## config.mk

```make
export PLATFORM = sky130hd
export DESIGN_NAME = adc_out_fmt
export DESIGN_NICKNAME = d
export VERILOG_FILES = /design/src/rtl/adc_out_fmt_pkg.sv /design/src/rtl/fmt_encoder.sv /design/src/rtl/align_pipe.sv /design/src/rtl/ddr_lane_mux.sv /design/src/rtl/adc_out_fmt.sv
export SDC_FILE = /design/constraint.sdc
export NUM_CORES = 1
export LEC_CHECK = 0
export BUFFER_PORTS_ARGS = -buffer_cell sky130_fd_sc_hd__buf_2
export CORE_MARGIN = 2
export CORE_UTILIZATION = 47
export DETAILED_ROUTE_END_ITERATION = 12
export PLACE_DENSITY_LB_ADDON = 0.1
export SLEW_MARGIN = 15
export SYNTH_ARGS = -nofsm -noshare
export SYNTH_HDL_FRONTEND = slang
export SYNTH_SLANG_ARGS = --single-unit
```

## constraint.sdc

```tcl
create_clock -name clk -period 1.3 [get_ports clk]
set_input_delay 0.065 -clock clk [delete_from_list [all_inputs] [get_ports clk]]
set_output_delay 0.065 -clock clk [all_outputs]
set_load 0.005 [all_outputs]
```

## src/rtl/adc_out_fmt_pkg.sv

```systemverilog
// Package: shared coding type for the sample output formatter.
// Assumes: the converter delivers offset-binary samples.
package adc_out_fmt_pkg;

    localparam int SMP_W = 14;

    typedef enum logic [1:0] {
        FMT_OFFSET = 2'd0,
        FMT_TWOS   = 2'd1,
        FMT_GRAY   = 2'd2,
        FMT_SPARE  = 2'd3
    } fmt_e;

endpackage

```

## src/rtl/fmt_encoder.sv

```systemverilog
// fmt_encoder: combinational re-coding of one offset-binary sample.
// Assumes: the spare code behaves as offset binary.
module fmt_encoder
    import adc_out_fmt_pkg::*;
#(
    parameter int DW = SMP_W
) (
    input  logic [DW-1:0] raw,
    input  fmt_e          fmt,
    output logic [DW-1:0] coded
);

    // Select the output coding of the sample.
    always_comb begin
        case (fmt)
            FMT_TWOS: coded = {~raw[DW-1], raw[DW-2:0]};
            FMT_GRAY: coded = raw ^ (raw >> 1);
            default:  coded = raw;
        endcase
    end

endmodule

```

## src/rtl/align_pipe.sv

```systemverilog
// align_pipe: fixed-depth register delay line for a packed sample record.
// Assumes: LAT >= 1; reset clears every stage to zero.
module align_pipe #(
    parameter int W   = 16,
    parameter int LAT = 12
) (
    input  logic         clk,
    input  logic         rst_n,
    input  logic [W-1:0] din,
    output logic [W-1:0] dout
);

    logic [W-1:0] stage [LAT];

    // First stage captures the incoming record.
    always_ff @(posedge clk) begin
        if (!rst_n) stage[0] <= '0;
        else        stage[0] <= din;
    end

    generate
        for (genvar g = 1; g < LAT; g++) begin : g_stage
            // Shift the record one stage further.
            always_ff @(posedge clk) begin
                if (!rst_n) stage[g] <= '0;
                else        stage[g] <= stage[g-1];
            end
        end
    endgenerate

    assign dout = stage[LAT-1];

endmodule

```

## src/rtl/ddr_lane_mux.sv

```systemverilog
// ddr_lane_mux: retimes the delayed word by half a cycle and folds bit
// pairs onto shared lanes; also drives the data clock.
// Assumes: DW is even; even bits go out while dclk is high.
module ddr_lane_mux #(
    parameter int DW = 14,
    localparam int LANES = DW / 2
) (
    input  logic             clk,
    input  logic             rst_n,
    input  logic [DW-1:0]    word_in,
    input  logic             ovr_in,
    input  logic             ddr_in,
    output logic [LANES-1:0] lane,
    output logic             lane_ovr,
    output logic             dclk
);

    logic [DW-1:0]    half_word;
    logic             half_ovr;
    logic             half_ddr;
    logic [LANES-1:0] even_bits;
    logic [LANES-1:0] odd_bits;

    // Falling-edge capture adds the half-cycle of double-rate latency.
    always_ff @(negedge clk) begin
        if (!rst_n) begin
            half_word <= '0;
            half_ovr  <= 1'b0;
            half_ddr  <= 1'b0;
        end else begin
            half_word <= word_in;
            half_ovr  <= ovr_in;
            half_ddr  <= ddr_in;
        end
    end

    generate
        for (genvar i = 0; i < LANES; i++) begin : g_pair
            assign even_bits[i] = half_word[2*i];
            assign odd_bits[i]  = half_word[2*i+1];
        end
    endgenerate

    // Data clock: inverted clock for double-rate words, clock otherwise.
    always_comb dclk = half_ddr ? ~clk : clk;

    // Lanes carry the even half while dclk is high, odd half while low.
    always_comb begin
        if (!half_ddr) begin
            lane     = '0;
            lane_ovr = 1'b0;
        end else begin
            lane     = dclk ? even_bits : odd_bits;
            lane_ovr = half_ovr;
        end
    end

endmodule

```

## src/rtl/adc_out_fmt.sv

```systemverilog
// adc_out_fmt: codes each sample, aligns it through a fixed pipeline and
// presents it single-rate or double-rate, with data clock and blanking.
// Assumes: smp_data is offset binary, one sample per rising clock edge.
module adc_out_fmt
    import adc_out_fmt_pkg::*;
#(
    parameter int DW  = SMP_W,
    parameter int LAT = 12,
    localparam int LANES = DW / 2,
    localparam int RW    = DW + 2
) (
    input  logic             clk,
    input  logic             rst_n,
    input  logic [DW-1:0]    smp_data,
    input  logic             smp_ovr,
    input  logic             oe_n,
    input  logic             strap_en,
    input  logic             strap_fmt,
    input  logic             strap_ddr,
    input  logic [1:0]       reg_fmt,
    input  logic             reg_ddr,
    output logic [DW-1:0]    sdr_data,
    output logic             sdr_ovr,
    output logic [LANES-1:0] ddr_lane,
    output logic             ddr_ovr,
    output logic             dclk
);

    fmt_e             sel_fmt;
    logic             sel_ddr;
    logic [DW-1:0]    coded;
    logic [RW-1:0]    rec_in;
    logic [RW-1:0]    rec_out;
    logic [DW-1:0]    out_word;
    logic             out_ovr;
    logic             out_ddr;
    logic [LANES-1:0] lane_raw;
    logic             lane_ovr_raw;

    // Choose configuration source: strap pins or register fields.
    always_comb begin
        if (strap_en) begin
            sel_fmt = strap_fmt ? FMT_TWOS : FMT_OFFSET;
            sel_ddr = strap_ddr;
        end else begin
            sel_fmt = fmt_e'(reg_fmt);
            sel_ddr = reg_ddr;
        end
    end

    fmt_encoder #(.DW(DW)) u_enc (
        .raw   (smp_data),
        .fmt   (sel_fmt),
        .coded (coded)
    );

    assign rec_in = {sel_ddr, smp_ovr, coded};

    align_pipe #(.W(RW), .LAT(LAT)) u_pipe (
        .clk   (clk),
        .rst_n (rst_n),
        .din   (rec_in),
        .dout  (rec_out)
    );

    assign out_word = rec_out[DW-1:0];
    assign out_ovr  = rec_out[DW];
    assign out_ddr  = rec_out[DW+1];

    ddr_lane_mux #(.DW(DW)) u_ddr (
        .clk      (clk),
        .rst_n    (rst_n),
        .word_in  (out_word),
        .ovr_in   (out_ovr),
        .ddr_in   (out_ddr),
        .lane     (lane_raw),
        .lane_ovr (lane_ovr_raw),
        .dclk     (dclk)
    );

    // Single-rate bus shows only single-rate words, blanked by enable.
    always_comb begin
        if (oe_n || out_ddr) begin
            sdr_data = '0;
            sdr_ovr  = 1'b0;
        end else begin
            sdr_data = out_word;
            sdr_ovr  = out_ovr;
        end
    end

    // Double-rate lanes blanked by enable.
    always_comb begin
        ddr_lane = oe_n ? '0 : lane_raw;
        ddr_ovr  = oe_n ? 1'b0 : lane_ovr_raw;
    end

endmodule

```

==> results.ini <==
[finish]
utilization_pct = 60.2
drive_gt1_share_pct = 20.5
fill_cells = 1062
fin_nets = 645
fin_cells = 809
final_common_cell = dfxtp_1
syn2layout_area_growth_pct = 26.4
num_antenna_cells = 0
stdcell_area_mm2 = 0.00788
most-common-layout-cells = dfxtp_1 (206), and2_1 (193), buf_2 (31)

[worst_setup_path]
cp_max_fo = 8
max_stage_delay_ps = 340
path_cells = nand2b_4 > nor2_4 > buf_2
arrival_ps = 2040
start_kind = flop
path_delay_family = flip-flops
crit_type = flop to output pin
cp_num_buf_inv = 1
cpMaxStageDelayCell = dfxtp_2
endpoint_kind = output pin
required_ps = 1240

[floorplanning]
pin_count = 48
core.rowCount = 42
die_w_um = 119
dieArea_mm2 = 0.0142
die_height_um = 119
core_region_area_mm2 = 0.0131
initial_utilization_pct = 47.6

[yosys]
synth-seq-area-share_pct = 66.8
synth_top_family_by_area = simple AND/OR/NAND/NOR gates
synth_top_area_share_pct = 66.8
yosys_register_bits = 208
netlist_instances = 531
synthTopCellsByArea = dfxtp_1 (67%), and2_1 (21%), nand4bb_1 (2.2%)
synth_warnings = 0
synth_adder_area_share_pct = 0.602
synth_xor_area_share_pct = 0.141
synth.distinct_cells = 20
yosys.area.top_type = dfxtp_1
muxShareOfSynthArea_pct = 1.45
synth_simple_gate_area_share_pct = 25.8
synth_compound_area_share_pct = 2.51
syn_avg_cell_area_um2 = 11.7
synth_nets = 558
netlist_area_mm2 = 0.00623

[placement]
pre_cts_slack_ps = -141
gp_congestion = 0.670
placed_area_mm2 = 0.00672
dpl.hpwl_um = 4270
numPortBuffers = 47
dp.cells = 735

[clock_network]
clk_pin_slew_ps = 60
cts_tree = built
clk_latency_ps = 680

[timing]
hold_violations = 0
worst_pin_slew_ps = 531
fin_tns_setup_ps = -9820
rsz0062_at_grt = true
whs_ps = 77.9
maxSlewHeadroom_pct = 64.6
setup_ws_ps = -810
finalMaxSlewViolations = 0
fin_skew_ps = 104
setup_viol = 31

[global_route]
grt_start_max_net_pins = 92
antenna_found_initial = 0
overflow = 0
grt_pass1_wl_um = 13500
grt_pass1_vias = 3403
grt_usage_pct = 11.4

[run_status]
violations = negative setup slack
status = finished, violations left

[worst_hold_path]
hp-class = input port to flop

[pwr]
p_leak_nw = 3.33
peakVddDrop_mv = 0.981
total_power_mw = 13.3
powerDensity_mw_per_mm2 = 1690

[routing]
drc_errors = 0
detail_route.wl_per_cell_um = 9.72
drtIter0Drc = 123
vias_per_cell = 4.41
via_count = 3564
firstDrtPassIters = 4
drt_wl_total_um = 7860
postRouteAntennaNets = 0

[flow_run]
maxCapViolations = 0

## per-layer routing
| layer | vias to the layer above | GRT usage, % | wire, µm |
|---|---|---|---|
| met5 | - | 0 | 0 |
| li1 | 1856 | - | - |
| met4 | 0 | 6.62 | 148 |
| met2 | 80 | 20.3 | 3880 |
| met3 | 17 | 5.41 | 558 |
| met1 | 1611 | 10.5 | 3270 |
## layout make-up
class                   count  area [µm²]  area share, %
inverters                   4        15.0          0.191
well taps                 176         220           2.80
repair buffers             68         587           7.45
multi-input cells         288        2060           26.1
clock buffers              38         704           8.94
clock inverters            27         126           1.60
flip-flops and latches    208        4170           52.9
## tightest hold or removal path: stages
cell	delay, ps
buf_4	170
buf_12	200
and2_1	160
## Yosys cell counts, drive strengths merged
| master | count |
|---|---|
| mux2i | 9 |
| nor2 | 10 |
| buf | 6 |
| a31oi | 13 |
| ha | 3 |
| clkbuf | 24 |
| nand4bb | 13 |
| inv | 5 |
| dfxtp | 208 |
| o21ai | 14 |
| a21oi | 1 |
| xor2 | 1 |
| or3b | 1 |
| and2 | 208 |
| nand3b | 13 |
| nand2b | 2 |
## kinds of logic (layout without fill, tap and decap cells)
| group | count (synthesis) | after routing |
|---|---|---|
| compound gates | 28 | 28 |
| xor+xnor | 1 | 1 |
| fa+ha+maj | 3 | 3 |
| buf+inv | 35 | 137 |
| flops | 208 | 208 |
| mux | 9 | 9 |
| simple gates | 247 | 247 |
## report_power, final
part	internal (mW)	switching [mW]	leakage, nW	total, mW
combinational	0.209	0.199	1.11	0.408
sequential	6.47	0.0153	1.68	6.49
clock	3.89	2.54	0.533	6.44
total	10.6	2.76	3.33	13.3
## flip-flops by register name (all words and copies together), names as in the netlist
register,cells
u_pipe.stage,192
u_ddr.half_word,14
u_ddr.half_ovr,1
u_ddr.half_ddr,1
## final timing paths
check | from | to | slack, ps | depth (start not counted)
setup / recovery | u_ddr.half_ddr | ddr_lane[0] | -810 | 3
hold / removal | rst_n | u_pipe.stage[7][12] | 80 | 3
setup reg to reg | u_pipe.stage[11][15] | u_ddr.half_ddr | 150 | 1
hold reg to reg | u_pipe.stage[6][0] | u_pipe.stage[7][0] | 430 | 1
## timing repair
action / 4_1_cts / 5_1_grt
hold buffers: 18 / 0
endpoints found under the hold margin: 16 / 0
gates cloned: 1 / 0
pin swaps: 16 / 3
resized for setup: 37 / 11
buffers inserted: 1 / 0
setup endpoints to repair: 31 / 32
No activity file was read; power rests on OpenSTA's default activity.
